## src/rtl/fpa_pkg.sv

```systemverilog
package fpa_pkg;

  typedef enum logic {
    PATH_ARITH = 1'b0,
    PATH_PASS  = 1'b1
  } path_e;

  // nearest-even decision from kept lsb, guard, round and sticky
  function automatic logic rne_up(input logic lsb, input logic g,
                                  input logic r, input logic s);
    return g & (r | s | lsb);
  endfunction

endpackage

```

## src/rtl/fpa_align.sv

```systemverilog
module fpa_align #(
  parameter int EXP_W  = 8,
  parameter int FRAC_W = 23,
  localparam int W     = 1 + EXP_W + FRAC_W,
  localparam int MAN_W = FRAC_W + 1,
  localparam int EXT_W = MAN_W + 3,
  localparam int SH_W  = $clog2(EXT_W + 1)
) (
  input  logic               clk,
  input  logic               rst_n,
  input  logic               act,
  input  logic [W-1:0]       op_a,
  input  logic [W-1:0]       op_b,
  input  logic               op_sub,
  output fpa_pkg::path_e     path,
  output logic [W-1:0]       pass_word,
  output logic               res_sign,
  output logic               eff_sub,
  output logic [EXP_W-1:0]   exp_big,
  output logic [EXT_W-1:0]   man_big,
  output logic [EXT_W-1:0]   man_sml
);
  import fpa_pkg::*;

  logic             sign_b;
  logic             a_zero, b_zero, a_ge;
  logic [EXP_W-1:0] exp_sml, diff;
  logic [SH_W-1:0]  shamt;
  logic [MAN_W-1:0] sig_big, sig_sml;
  logic [EXT_W-1:0] ext, shifted, mask;

  assign sign_b = op_b[W-1] ^ op_sub;
  assign a_zero = (op_a[W-2:FRAC_W] == '0);
  assign b_zero = (op_b[W-2:FRAC_W] == '0);
  assign a_ge   = (op_a[W-2:0] >= op_b[W-2:0]);

  always_comb begin
    if (b_zero) begin
      path      = PATH_PASS;
      pass_word = op_a;
    end else if (a_zero) begin
      path      = PATH_PASS;
      pass_word = {sign_b, op_b[W-2:0]};
    end else begin
      path      = PATH_ARITH;
      pass_word = '0;
    end
  end

  always_comb begin
    if (a_ge) begin
      res_sign = op_a[W-1];
      exp_big  = op_a[W-2:FRAC_W];
      exp_sml  = op_b[W-2:FRAC_W];
      sig_big  = {1'b1, op_a[FRAC_W-1:0]};
      sig_sml  = {1'b1, op_b[FRAC_W-1:0]};
    end else begin
      res_sign = sign_b;
      exp_big  = op_b[W-2:FRAC_W];
      exp_sml  = op_a[W-2:FRAC_W];
      sig_big  = {1'b1, op_b[FRAC_W-1:0]};
      sig_sml  = {1'b1, op_a[FRAC_W-1:0]};
    end
  end

  assign eff_sub = op_a[W-1] ^ sign_b;
  assign diff    = exp_big - exp_sml;
  assign shamt   = (diff >= EXP_W'(EXT_W)) ? SH_W'(EXT_W) : SH_W'(diff);
  assign ext     = {sig_sml, 3'b000};
  assign shifted = ext >> shamt;
  assign mask    = ~({EXT_W{1'b1}} << shamt);
  assign man_big = {sig_big, 3'b000};
  assign man_sml = {shifted[EXT_W-1:1], shifted[0] | (|(ext & mask))};


  swap_order_chk: assert property (@(posedge clk) disable iff (!rst_n)
    (act && path == PATH_ARITH) |-> (man_big >= man_sml));

endmodule

```

## src/rtl/fpa_addnorm.sv

```systemverilog
module fpa_addnorm #(
  parameter int EXP_W  = 8,
  parameter int FRAC_W = 23,
  localparam int MAN_W = FRAC_W + 1,
  localparam int EXT_W = MAN_W + 3,
  localparam int NE_W  = EXP_W + 2,
  localparam int LZ_W  = $clog2(EXT_W + 1)
) (
  input  logic                   clk,
  input  logic                   rst_n,
  input  logic                   act,
  input  logic                   eff_sub,
  input  logic [EXP_W-1:0]       exp_big,
  input  logic [EXT_W-1:0]       man_big,
  input  logic [EXT_W-1:0]       man_sml,
  output logic                   is_zero,
  output logic                   carry_ev,
  output logic [EXT_W-1:0]       norm_man,
  output logic signed [NE_W-1:0] norm_exp
);

  logic [EXT_W:0]   sum;
  logic [LZ_W-1:0]  lz;
  logic             found;
  logic signed [NE_W-1:0] exp_ext;

  assign sum      = eff_sub ? ({1'b0, man_big} - {1'b0, man_sml})
                            : ({1'b0, man_big} + {1'b0, man_sml});
  assign carry_ev = sum[EXT_W];
  assign is_zero  = (sum == '0);
  assign exp_ext  = $signed({2'b00, exp_big});

  always_comb begin
    lz    = '0;
    found = 1'b0;
    for (int i = EXT_W - 1; i >= 0; i--) begin
      if (!found && sum[i]) begin
        lz    = LZ_W'(EXT_W - 1 - i);
        found = 1'b1;
      end
    end
  end

  always_comb begin
    if (carry_ev) begin
      norm_man = {sum[EXT_W:2], sum[1] | sum[0]};
      norm_exp = exp_ext + NE_W'(1);
    end else begin
      norm_man = sum[EXT_W-1:0] << lz;
      norm_exp = exp_ext - $signed({{(NE_W-LZ_W){1'b0}}, lz});
    end
  end


  carry_path_chk: assert property (@(posedge clk) disable iff (!rst_n)
    (act && carry_ev) |-> !eff_sub);


  norm_msb_chk: assert property (@(posedge clk) disable iff (!rst_n)
    (act && !is_zero) |-> norm_man[EXT_W-1]);

endmodule

```

## src/rtl/fpa_round.sv

```systemverilog
module fpa_round #(
  parameter int EXP_W  = 8,
  parameter int FRAC_W = 23,
  localparam int W     = 1 + EXP_W + FRAC_W,
  localparam int MAN_W = FRAC_W + 1,
  localparam int EXT_W = MAN_W + 3,
  localparam int NE_W  = EXP_W + 2
) (
  input  logic                   clk,
  input  logic                   rst_n,
  input  logic                   act,
  input  logic                   sign,
  input  logic [EXT_W-1:0]       norm_man,
  input  logic signed [NE_W-1:0] norm_exp,
  output logic                   round_up,
  output logic                   renorm,
  output logic                   ovf,
  output logic                   unf,
  output logic [W-1:0]           word
);
  import fpa_pkg::*;

  localparam logic signed [NE_W-1:0] EXP_TOP = NE_W'((1 << EXP_W) - 2);

  logic [MAN_W-1:0]       kept;
  logic [MAN_W:0]         rounded;
  logic [FRAC_W-1:0]      frac;
  logic signed [NE_W-1:0] exp_r;

  assign kept     = norm_man[EXT_W-1:3];
  assign round_up = rne_up(kept[0], norm_man[2], norm_man[1], norm_man[0]);
  assign rounded  = {1'b0, kept} + {{MAN_W{1'b0}}, round_up};
  assign renorm   = rounded[MAN_W];
  assign frac     = renorm ? rounded[FRAC_W:1] : rounded[FRAC_W-1:0];
  assign exp_r    = norm_exp + $signed({{(NE_W-1){1'b0}}, renorm});
  assign ovf      = (exp_r > EXP_TOP);
  assign unf      = (exp_r < $signed(NE_W'(1)));

  always_comb begin
    if (ovf)      word = {sign, {EXP_W{1'b1}}, {FRAC_W{1'b0}}};
    else if (unf) word = {sign, {(W-1){1'b0}}};
    else          word = {sign, exp_r[EXP_W-1:0], frac};
  end


  renorm_chk: assert property (@(posedge clk) disable iff (!rst_n)
    (act && renorm) |-> (round_up && kept == '1));

endmodule

```

## src/rtl/fp32_addsub.sv

```systemverilog
module fp32_addsub #(
  parameter int EXP_W  = 8,
  parameter int FRAC_W = 23,
  localparam int W     = 1 + EXP_W + FRAC_W,
  localparam int MAN_W = FRAC_W + 1,
  localparam int EXT_W = MAN_W + 3,
  localparam int NE_W  = EXP_W + 2
) (
  input  logic         clk,
  input  logic         rst_n,
  input  logic         in_valid,
  input  logic [W-1:0] op_a,
  input  logic [W-1:0] op_b,
  input  logic         op_sub,
  output logic         out_valid,
  output logic [W-1:0] result
);
  import fpa_pkg::*;

  // stage 1 combinational outputs
  path_e            al_path;
  logic [W-1:0]     al_pass;
  logic             al_sign, al_sub;
  logic [EXP_W-1:0] al_exp;
  logic [EXT_W-1:0] al_big, al_sml;

  // stage 1 registers
  logic             s1_v;
  path_e            s1_path;
  logic [W-1:0]     s1_pass;
  logic             s1_sign, s1_sub;
  logic [EXP_W-1:0] s1_exp;
  logic [EXT_W-1:0] s1_big, s1_sml;

  // stage 2 combinational outputs
  logic                   an_zero, an_carry;
  logic [EXT_W-1:0]       an_man;
  logic signed [NE_W-1:0] an_exp;

  // stage 2 registers
  logic                   s2_v;
  path_e                  s2_path;
  logic [W-1:0]           s2_pass;
  logic                   s2_sign, s2_zero;
  logic [EXT_W-1:0]       s2_man;
  logic signed [NE_W-1:0] s2_exp;

  // stage 3 events
  logic         rd_up, rd_renorm, rd_ovf, rd_unf;
  logic [W-1:0] rd_word;
  logic [1:0]   warm;

  fpa_align #(.EXP_W(EXP_W), .FRAC_W(FRAC_W)) u_align (
    .clk(clk), .rst_n(rst_n), .act(in_valid),
    .op_a(op_a), .op_b(op_b), .op_sub(op_sub),
    .path(al_path), .pass_word(al_pass), .res_sign(al_sign),
    .eff_sub(al_sub), .exp_big(al_exp), .man_big(al_big), .man_sml(al_sml));

  always_ff @(posedge clk or negedge rst_n) begin
    if (!rst_n) s1_v <= 1'b0;
    else        s1_v <= in_valid;
  end

  always_ff @(posedge clk) begin
    if (in_valid) begin
      s1_path <= al_path;
      s1_pass <= al_pass;
      s1_sign <= al_sign;
      s1_sub  <= al_sub;
      s1_exp  <= al_exp;
      s1_big  <= al_big;
      s1_sml  <= al_sml;
    end
  end

  fpa_addnorm #(.EXP_W(EXP_W), .FRAC_W(FRAC_W)) u_addnorm (
    .clk(clk), .rst_n(rst_n), .act(s1_v && s1_path == PATH_ARITH),
    .eff_sub(s1_sub), .exp_big(s1_exp), .man_big(s1_big), .man_sml(s1_sml),
    .is_zero(an_zero), .carry_ev(an_carry), .norm_man(an_man),
    .norm_exp(an_exp));

  always_ff @(posedge clk or negedge rst_n) begin
    if (!rst_n) s2_v <= 1'b0;
    else        s2_v <= s1_v;
  end

  always_ff @(posedge clk) begin
    if (s1_v) begin
      s2_path <= s1_path;
      s2_pass <= s1_pass;
      s2_sign <= s1_sign;
      s2_zero <= an_zero;
      s2_man  <= an_man;
      s2_exp  <= an_exp;
    end
  end

  fpa_round #(.EXP_W(EXP_W), .FRAC_W(FRAC_W)) u_round (
    .clk(clk), .rst_n(rst_n),
    .act(s2_v && s2_path == PATH_ARITH && !s2_zero),
    .sign(s2_sign), .norm_man(s2_man), .norm_exp(s2_exp),
    .round_up(rd_up), .renorm(rd_renorm), .ovf(rd_ovf), .unf(rd_unf),
    .word(rd_word));

  always_ff @(posedge clk or negedge rst_n) begin
    if (!rst_n) out_valid <= 1'b0;
    else        out_valid <= s2_v;
  end

  always_ff @(posedge clk) begin
    if (s2_v) begin
      if (s2_path == PATH_PASS) result <= s2_pass;
      else if (s2_zero)         result <= '0;
      else                      result <= rd_word;
    end
  end

  always_ff @(posedge clk or negedge rst_n) begin
    if (!rst_n)            warm <= '0;
    else if (warm != 2'd3) warm <= warm + 2'd1;
  end


  latency_chk: assert property (@(posedge clk) disable iff (!rst_n)
    (warm == 2'd3) |-> (out_valid == $past(in_valid, 3)));


  cancel_pos_chk: assert property (@(posedge clk) disable iff (!rst_n)
    (s2_v && s2_path == PATH_ARITH && s2_zero) |=> (result == '0));


  inf_form_chk: assert property (@(posedge clk) disable iff (!rst_n)
    (s2_v && s2_path == PATH_ARITH && !s2_zero && rd_ovf)
      |=> (result[W-2:FRAC_W] == '1 && result[FRAC_W-1:0] == '0));


  flush_chk: assert property (@(posedge clk) disable iff (!rst_n)
    (s2_v && s2_path == PATH_ARITH && !s2_zero && rd_unf)
      |=> (result[W-2:0] == '0 && result[W-1] == $past(s2_sign)));

endmodule

```

## config.mk

```make
export PLATFORM = sky130hd
export DESIGN_NAME = fp32_addsub
export DESIGN_NICKNAME = d
export VERILOG_FILES = /design/src/rtl/fpa_pkg.sv /design/src/rtl/fpa_align.sv /design/src/rtl/fpa_addnorm.sv /design/src/rtl/fpa_round.sv /design/src/rtl/fp32_addsub.sv
export SDC_FILE = /design/constraint.sdc
export NUM_CORES = 1
export LEC_CHECK = 0
export ABC_AREA = 1
export BUFFER_PORTS_ARGS = -buffer_cell sky130_fd_sc_hd__buf_2
export CAP_MARGIN = 20
export CORE_MARGIN = 3
export CORE_UTILIZATION = 50
export CTS_CLUSTER_DIAMETER = 50
export DETAILED_ROUTE_END_ITERATION = 10
export PLACE_DENSITY = 0.68
export SETUP_SLACK_MARGIN = 0.4
export SLEW_MARGIN = 20
export SYNTH_ARGS = -nofsm -noshare
export SYNTH_HDL_FRONTEND = slang
export SYNTH_SLANG_ARGS = --single-unit
```

## constraint.sdc

```tcl
create_clock -name clk -period 10.1 [get_ports clk]
set_input_delay 1.01 -clock clk [delete_from_list [all_inputs] [get_ports clk]]
set_output_delay 1.01 -clock clk [all_outputs]
set_load 0.01 [all_outputs]
```

==> flow_metrics.py, run 1 <==
metrics = {
    "floorplanning": {
        "dieHeight_um": 188,
        "ioPinCount": 101,
        "coreArea_sq_mm": 0.0320,
        "start_util_pct": 51.6,
        "fp.dieW_um": 188,
        "die_area_sq_mm": 0.0353,
        "rows": 65,
    },
    "critical_path": {
        "crit_top_cell": "nand2_1",
        "critPathTopFamily": "simple AND/OR/NAND/NOR gates",
        "cp-startpoint": "s1_big[4]",
        "worstSetupStartpointType": "flip-flop",
        "crit_buf_inv": 4,
        "path_class": "flip-flop to flip-flop",
        "slowest_delay_ps": 690,
        "reg2reg_slack_ps": 2800,
        "ff2ff_path_depth": 30,
        "crit_arrival_ps": 7490,
        "endpoint_kind": "flip-flop",
        "endpoint": "s2_exp[7]",
        "cp.depth": 30,
        "slowest_stage": "xor2_1",
        "critPathRequiredTime_ps": 10290,
        "worstReg2RegStart": "s1_big[4]",
        "critPathMaxFanout": 23,
        "reg2reg_to": "s2_exp[7]",
    },
    "drt": {
        "remaining_drc_errors": 0,
        "drt-initial-drc-count": 2067,
        "wl_um": 57500,
        "dr.pass1.iters": 6,
        "wire_per_inst_um": 20.3,
        "vias": 16700,
        "detail-route-antenna-nets": 0,
        "via_per_inst": 5.90,
    },
    "clock_tree": {
        "cts_setup_buffers": 0,
        "cts_resized": 0,
        "cts_max_level": 4,
        "cts_sinks": 200,
        "cts-root-buf": "clkbuf_16",
        "cts_tree": "done",
        "insertion_delay_ps": 450,
        "clk_pin_slew_ps": 90,
        "cts_hold_buf": 0,
        "cts_buffer_depth": 2,
        "cts_buffers": 17,
    },
    "sta": {
        "skew_ps": 16.8,
        "tightest_slew_ps": 985,
        "timing.fmax_mhz": 137,
        "fin_tns_setup_ps": 0,
        "slew_headroom_pct": 34.2,
        "drv_slew": 0,
        "fin_ws_ps": 2800,
        "fin_crit_sh_pct": 72.3,
        "finalCriticalPeriod_ps": 7300,
        "finalHoldViolCount": 0,
        "report.final.setup_viol": 0,
        "rsz0062_at_grt": "no",
    },
    "cells_and_area": {
        "fill_cells": 3196,
        "final_common_cell": "nand2_1",
        "area_delta_synth_final_pct": 8.79,
        "diodes": 0,
        "stdcell_count": 2831,
        "layout.nets": 2542,
        "stdcell_area_sq_mm": 0.0180,
        "drive_gt1_share_pct": 8.22,
        "most-common-layout-cells": "nand2_1 (656), nand3_1 (293), inv_1 (277)",
    },
    "synthesis": {
        "ys_ff_latch": 200,
        "syn_area_sq_mm": 0.0165,
        "yosysUniqueCellTypes": 54,
        "yosys-top-cells-area": "edfxtp_1 (36%), nand2_1 (15%), nand3_1 (8.9%), ha_1 (6.7%), inv_1 (6.3%)",
        "yosys_warnings": 0,
        "synth_cells": 2324,
        "async_flop_share_pct": 1.50,
        "yosys_most_used_dff": "edfxtp_1",
        "ys_seq_area_share_pct": 36.2,
        "syn_area_per_cell_sq_um": 7.11,
        "synth_edf_count": 197,
        "synth.net_count": 2483,
        "yosysTopAreaCell": "edfxtp_1",
        "yosysTopAreaCellShare_pct": 35.8,
    },
    "worst_hold_path": {
        "min-delay-path-class": "input port to asynchronous set/reset pin",
    },
    "pwr": {
        "p_leak_uw": 0.00825,
        "p_total_uw": 3390,
        "p_seq_share_pct": 33.6,
        "p_switching_uw": 1540,
        "power.density_mw_per_mm2": 188,
        "peakVddDrop_mv": 0.115,
        "clkPwrFrac_pct": 19.9,
        "p_sw_share_pct": 45.4,
        "power.internal_uw": 1850,
        "pwr-share-comb_pct": 46.5,
    },
    "placement": {
        "dp.cells": 2798,
        "post-place-ws_ps": 2810,
        "routabilityCongestion": 1.02,
        "io_buffers": 100,
        "placed_cell_area_sq_mm": 0.0174,
        "dp_hpwl_um": 45900,
    },
    "global_routing": {
        "antenna_found_initial": 1,
        "overflow": 0,
        "grt_pass1_wl_um": 87200,
        "gr-usage-all-layers_pct": 32.0,
        "grt_max_degree": 112,
        "grt_pass1_vias": 15500,
    },
    "status": {
        "outcome": "completed",
    },
    "flow_run": {
        "maxCapViolations": 0,
    },
}
-- worst min path at each step --
| stage | startpoint | endpoint | slack, ps | depth (start not counted) |
|---|---|---|---|---|
| floorplan | s1_pass[0] | s2_pass[0] | 400 | 0 |
| global placement | s2_v | out_valid | 360 | 0 |
| detailed placement | s2_v | out_valid | 360 | 0 |
| CTS | rst_n | out_valid | 330 | 1 |
| global route | rst_n | s2_v | 340 | 1 |
| finish | rst_n | s2_v | 350 | 1 |
-- worst register-to-register path: cells and delay by family (launching register included) --
family,cells,cell delay [ps]
flops,1,570
xor+xnor,2,790
fa+ha+maj,2,810
compound gates,6,1330
buf+inv,4,1460
simple gates,16,2070
-- stage by stage --
stage | hold slack (ps) | util (%)
after floorplan | 400 | -
after global placement | 359 | 54.2
after detailed placement | 363 | 54.2
after CTS | 335 | 56.1
after global routing | 338 | 56.1
final | 347 | 56.1
-- cell families after synthesis --
kind of cell	Yosys count	synth area share [%]
AND/OR/NAND/NOR	1245	32.7
AO/OA/AOI/OAI	374	13.0
buffers and inverters	368	8.69
flip-flops	200	36.2
adder cells (fa/ha/maj)	91	6.98
XOR/XNOR	46	2.44
-- registers in the layout, indices dropped and copies added (netlist names), 8 cells and up --
register	cells
result	32
s1_pass	32
s2_pass	32
s1_sml	27
s2_man	27
s1_big	23
s2_exp	10
s1_exp	8
-- layer usage --
layer	share of wire, %	track usage, %	vias to the layer above
met4	4.8	14.4	0
met5	0	0	-
li1	-	-	7988
met3	7.2	4.28	156
met1	41	41.9	7700
met2	47	52.9	845
-- power by group through the flow --
stage	clock network (uW)	logic, uW	registers [uW]
2_1_floorplan	0	1060	1130
3_3_place_gp	0	1520	1150
3_5_place_dp	0	1530	1150
4_1_cts	683	1530	1140
5_1_grt	718	1730	1150
6_report	675	1580	1140
-- synth_stat cells, types with 4 or more instances --
| cell | n |
|---|---|
| ha_1 | 89 |
| buf_4 | 4 |
| nor4_1 | 11 |
| inv_2 | 10 |
| nand2_2 | 6 |
| edfxtp_1 | 197 |
| nand2_1 | 656 |
| a22o_1 | 9 |
| nor2_2 | 8 |
| buf_2 | 27 |
| xnor2_1 | 11 |
| nand4_1 | 46 |
| o31ai_1 | 9 |
| xor2_1 | 35 |
| o21a_1 | 7 |
| o21ai_1 | 15 |
| or2_2 | 5 |
| a21o_1 | 4 |
| clkinv_1 | 5 |
| o21bai_1 | 8 |
| nor2_4 | 4 |
| nand3b_1 | 5 |
| inv_1 | 277 |
| a21oi_1 | 74 |
| o211ai_1 | 31 |
| clkbuf_1 | 39 |
| nor2_1 | 169 |
| buf_1 | 5 |
| nand3_1 | 294 |
| nor3_1 | 27 |
| o22ai_1 | 17 |
| o21ai_0 | 180 |
| o311ai_0 | 6 |
-- area by class of cell --
type	count	area (sq um)	share of cell area [%]
tap	435	544	3.03
clock inverter	13	145	0.807
multi-input combinational	1756	9130	50.8
sequential	200	5990	33.3
inverter	292	1100	6.09
clock buffer	19	443	2.46
timing repair buffer	116	636	3.53
Note: power is estimated with default switching activity, not from simulation.
==> run 2: changes to the inputs <==
- clock period: 10.1 -> 6.9 ns (I/O delays scaled with it)
==> run 2 against run 1 <==
Cell area rose by 0.75%; utilization rose by 0.42 points; combinational power rose by 48%; wire length fell by 2.1%; sequential share of layout area fell by 0.25 points; worst hold slack improved by 26 ps; critical endpoint is now s1_sml[0]; cell count rose by 0.46%; global-route usage fell by 0.63 points; clock-buffer cell count fell by 1; total power rose by 48%; via count fell by 1.1%.
==> flow_metrics.py, run 2 (same netlist as run 1, synthesis figures left out) <==
metrics = {
    "status": {
        "outcome": "completed",
    },
    "global_routing": {
        "grt_pass1_wl_um": 85500,
        "grt_pass1_vias": 15100,
        "grt_max_degree": 74,
        "gr-usage-all-layers_pct": 31.4,
        "overflow": 0,
        "antenna_found_initial": 0,
    },
    "critical_path": {
        "critPathRequiredTime_ps": 7100,
        "reg2reg_to": "s2_exp[7]",
        "critPathMaxFanout": 45,
        "endpoint_kind": "flip-flop",
        "path_class": "input port to flip-flop",
        "crit_top_cell": "nand2_1",
        "worstSetupStartpointType": "input port",
        "worstReg2RegStart": "s1_big[17]",
        "cp-startpoint": "op_b[29]",
        "endpoint": "s1_sml[0]",
        "reg2reg_slack_ps": 1000,
        "slowest_delay_ps": 530,
        "ff2ff_path_depth": 28,
        "crit_arrival_ps": 6160,
        "slowest_stage": "clkinv_1",
    },
    "floorplanning": {
        "die_area_sq_mm": 0.0353,
        "dieHeight_um": 188,
        "fp.dieW_um": 188,
        "coreArea_sq_mm": 0.0320,
        "start_util_pct": 51.6,
        "ioPinCount": 101,
        "rows": 65,
    },
    "clock_tree": {
        "cts_max_level": 4,
        "cts_buffer_depth": 2,
        "cts_setup_buffers": 0,
        "clk_pin_slew_ps": 70,
        "cts_tree": "done",
        "cts_buffers": 17,
        "insertion_delay_ps": 460,
        "cts_sinks": 200,
        "cts-root-buf": "clkbuf_16",
    },
    "drt": {
        "drt-initial-drc-count": 1888,
        "wl_um": 56300,
        "remaining_drc_errors": 0,
        "wire_per_inst_um": 19.8,
        "vias": 16500,
        "dr.pass1.iters": 6,
        "via_per_inst": 5.80,
        "detail-route-antenna-nets": 0,
    },
    "flow_run": {
        "maxCapViolations": 0,
    },
    "placement": {
        "dp_hpwl_um": 45000,
        "io_buffers": 100,
        "routabilityCongestion": 1.01,
        "post-place-ws_ps": 391,
    },
    "cells_and_area": {
        "diodes": 0,
        "layout.nets": 2555,
        "area_delta_synth_final_pct": 9.60,
        "final_common_cell": "nand2_1",
        "most-common-layout-cells": "nand2_1 (655), nand3_1 (293), inv_1 (276)",
        "top_regs": "result: 32 flops, s1_pass: 32 flops, s2_pass: 32 flops",
        "drive_gt1_share_pct": 8.76,
    },
    "sta": {
        "skew_ps": 16.9,
        "drv_slew": 0,
        "slew_headroom_pct": 31.0,
        "fin_tns_setup_ps": 0,
        "finalCriticalPeriod_ps": 5960,
        "tightest_slew_ps": 1030,
        "finalHoldViolCount": 0,
        "fin_ws_ps": 942,
        "rsz0062_at_grt": "no",
        "timing.fmax_mhz": 168,
        "report.final.setup_viol": 0,
        "fin_crit_sh_pct": 86.4,
    },
    "pwr": {
        "p_switching_uw": 2260,
        "p_seq_share_pct": 33.0,
        "power.internal_uw": 2770,
        "peakVddDrop_mv": 0.222,
        "clkPwrFrac_pct": 20.4,
        "p_leak_uw": 0.00831,
        "power.density_mw_per_mm2": 278,
        "pwr-share-comb_pct": 46.6,
        "p_sw_share_pct": 44.9,
    },
    "worst_hold_path": {
        "min-delay-path-class": "flip-flop to flip-flop",
    },
}
## run 2: timing repair
item | CTS | global route
endpoints found under the setup margin | 0 | 7
hold endpoints to repair | 3 | 0
hold buffers | 1 | 0
gates resized for setup | 0 | 3
## run 2: worst min-delay path by stage
| stage | from | endpoint | slack (ps) | cells past startpoint |
|---|---|---|---|---|
| 2_1_floorplan | rst_n | out_valid | 390 | 0 |
| 3_3_place_gp | s2_v | out_valid | 360 | 0 |
| 3_5_place_dp | s2_v | out_valid | 360 | 0 |
| 4_1_cts | s2_v | out_valid | 380 | 0 |
| 5_1_grt | s2_v | out_valid | 400 | 0 |
| 6_report | s2_v | out_valid | 370 | 0 |
## run 2: critical path: cells and delay by family
family | cells | cell delay (ps)
fa+ha+maj | 2 | 660
buf+inv | 7 | 1310
simple gates | 20 | 3160
compound gates | 2 | 300
## run 2: power groups by stage
stage                     registers [uW]  clock network (uW)  logic, uW
after global placement              1690                   0       2280
after CTS                           1660                1040       2280
after detailed placement            1690                   0       2270
after global routing                1680                1090       2580
final                               1660                1030       2340
after floorplan                     1650                   0       1560
## run 2: layout make-up
| cell class | instances | area, sq um |
|---|---|---|
| clock inverter | 14 | 188 |
| tap | 435 | 544 |
| inverter | 292 | 1100 |
| fill | 3080 | 13900 |
| multi-input combinational | 1756 | 9140 |
| clock buffer | 18 | 429 |
| sequential | 200 | 5990 |
| timing repair buffer | 129 | 731 |
## run 2: metal layers
metal  share of wire, %  global-route usage [%]  routed length (um)  up-vias
met5                  0                       0                   0        -
met4                4.0                    11.7                2260        0
met3                8.2                    5.05                4610      128
met2                 44                    48.7               24900      811
met1                 44                    44.3               24500     7564
li1                   -                       -                   -     8000
## run 2: metrics by stage
step | instance area (sq um) | utilization, % | instances | total power, uW | hold slack (ps)
after global placement | 17500 | 54.5 | 2810 | 3960 | 362
after floorplan | 16500 | - | 2324 | 3210 | 394
after detailed placement | 17500 | 54.5 | 2810 | 3960 | 360
final | 18100 | 56.6 | 2844 | 5030 | 373
after global routing | 18100 | 56.6 | 2844 | 5350 | 400
after CTS | 18100 | 56.5 | 2843 | 4980 | 376
==> run 3: changes to the inputs <==
- ABC_CLOCK_PERIOD_IN_PS: default -> 6900
- PLACE_DENSITY: 0.68 -> default
- PLACE_DENSITY_LB_ADDON: default -> 0.15
==> run 3 against run 2 <==
Register-to-register slack lost 220 ps; critical path type is now flip-flop to flip-flop; clock-buffer cell count fell by 1; utilization is 0.078 points lower; sequential power about the same; wire length rose by 0.12%; setup slack got worse by 160 ps; combinational power about the same.
==> flow_metrics.py, run 3 (same netlist as run 1, synthesis figures left out) <==
metrics = {
    "status": {
        "outcome": "completed",
    },
    "global_routing": {
        "grt_pass1_wl_um": 85300,
        "grt_pass1_vias": 14900,
        "grt_max_degree": 77,
        "gr-usage-all-layers_pct": 31.1,
        "overflow": 0,
        "antenna_found_initial": 3,
    },
    "critical_path": {
        "reg2reg_to": "s2_exp[7]",
        "path_class": "flip-flop to flip-flop",
        "slowest_stage": "edfxtp_1",
        "crit_arrival_ps": 6310,
        "worstReg2RegStart": "s1_big[17]",
        "worstSetupStartpointType": "flip-flop",
        "ff2ff_path_depth": 28,
        "endpoint_kind": "flip-flop",
        "critPathMaxFanout": 12,
        "slowest_delay_ps": 450,
        "critPathRequiredTime_ps": 7090,
        "reg2reg_slack_ps": 780,
    },
    "cells_and_area": {
        "top_regs": "result: 32 flops, s1_pass: 32 flops, s2_pass: 32 flops",
        "final_common_cell": "nand2_1",
        "final_core_util_pct": 56.5,
        "drive_gt1_share_pct": 8.76,
        "most-common-layout-cells": "nand2_1 (656), nand3_1 (293), inv_1 (277)",
        "area_delta_synth_final_pct": 9.45,
        "layout.nets": 2556,
        "fill_cells": 3224,
    },
    "sta": {
        "finalHoldViolCount": 0,
        "slew_headroom_pct": 33.1,
        "report.final.setup_viol": 0,
        "finalCriticalPeriod_ps": 6120,
        "drv_slew": 0,
        "fin_crit_sh_pct": 88.6,
        "fin_ws_ps": 784,
        "timing.fmax_mhz": 164,
        "fin_tns_setup_ps": 0,
        "skew_ps": 13.1,
        "tightest_slew_ps": 1000,
        "rsz0062_at_grt": "no",
    },
    "drt": {
        "wl_um": 56400,
        "vias": 16700,
        "via_per_inst": 5.85,
        "wire_per_inst_um": 19.8,
        "remaining_drc_errors": 0,
        "detail-route-antenna-nets": 0,
        "dr.pass1.iters": 7,
        "drt-initial-drc-count": 1886,
    },
    "clock_tree": {
        "cts_resized": 0,
        "cts-root-buf": "clkbuf_16",
        "cts_buffers": 17,
        "cts_hold_buf": 0,
        "insertion_delay_ps": 450,
        "cts_max_level": 4,
        "cts_tree": "done",
        "clk_pin_slew_ps": 80,
        "cts_sinks": 200,
        "cts_setup_buffers": 0,
        "cts_buffer_depth": 2,
    },
    "placement": {
        "dp_hpwl_um": 45000,
        "routabilityCongestion": 0.982,
        "post-place-ws_ps": 711,
        "io_buffers": 100,
    },
    "flow_run": {
        "maxCapViolations": 0,
    },
    "worst_hold_path": {
        "min-delay-path-class": "input port to asynchronous set/reset pin",
    },
    "floorplanning": {
        "die_area_sq_mm": 0.0353,
        "dieHeight_um": 188,
        "start_util_pct": 51.6,
        "ioPinCount": 101,
        "fp.dieW_um": 188,
        "rows": 65,
        "coreArea_sq_mm": 0.0320,
    },
    "pwr": {
        "p_leak_uw": 0.00831,
        "peakVddDrop_mv": 0.268,
        "power.density_mw_per_mm2": 276,
    },
}
-- run 3: final cells by class --
type / count / area (sq um) / share of cell area (%)
inverters: 292 / 1100 / 6.06
well taps: 435 / 544 / 3.01
flip-flops and latches: 200 / 5990 / 33.1
diodes: 2 / 5.00 / 0.0277
multi-input cells: 1756 / 9140 / 50.5
clock buffers: 17 / 425 / 2.35
clock inverters: 15 / 159 / 0.878
repair buffers: 130 / 736 / 4.07
-- run 3: worst max-delay path by stage --
stage	startpoint	endpoint	cells after the start
after floorplan	s1_big[8]	s2_exp[7]	35
after global placement	op_b[21]	s1_sml[0]	30
after detailed placement	op_b[20]	s1_sml[0]	29
after CTS	s1_big[3]	s2_exp[7]	32
after global routing	s1_big[17]	s2_exp[7]	28
final	s1_big[17]	s2_exp[7]	28
-- run 3: metrics by stage --
| step | instance area [sq um] | std cells | power [uW] | hold WS [ps] |
|---|---|---|---|---|
| 2_1_floorplan | 16500 | 2324 | 3210 | 394 |
| 3_3_place_gp | 17500 | 2812 | 3950 | 363 |
| 3_5_place_dp | 17500 | 2812 | 3960 | 372 |
| 4_1_cts | 18100 | 2844 | 4940 | 0.308 |
| 5_1_grt | 18100 | 2846 | 5310 | 9.08 |
| 6_report | 18100 | 2847 | 5000 | 27.4 |
-- run 3: metal layers --
layer / track usage, % / share of wire, %
met5: 0 / 0.037
met3: 4.99 / 8.5
met1: 44.3 / 44
met4: 9.38 / 3.2
met2: 49.0 / 45
-- run 3: power by group --
group / internal [uW] / leakage, uW / switching, uW / total, uW
clock network: 485 / 0.000283 / 499 / 984
registers: 1540 / 0.00198 / 119 / 1660
logic: 684 / 0.00605 / 1670 / 2360
total: 2710 / 0.00831 / 2290 / 5000
-- run 3: critical path, delay by kind of cell, from the launching register on --
kind	cells	cell delay [ps]
AO/OA/AOI/OAI	3	580
XOR/XNOR	1	100
adder cells (fa/ha/maj)	2	770
buffers and inverters	2	370
flip-flops	1	450
AND/OR/NAND/NOR	20	3570
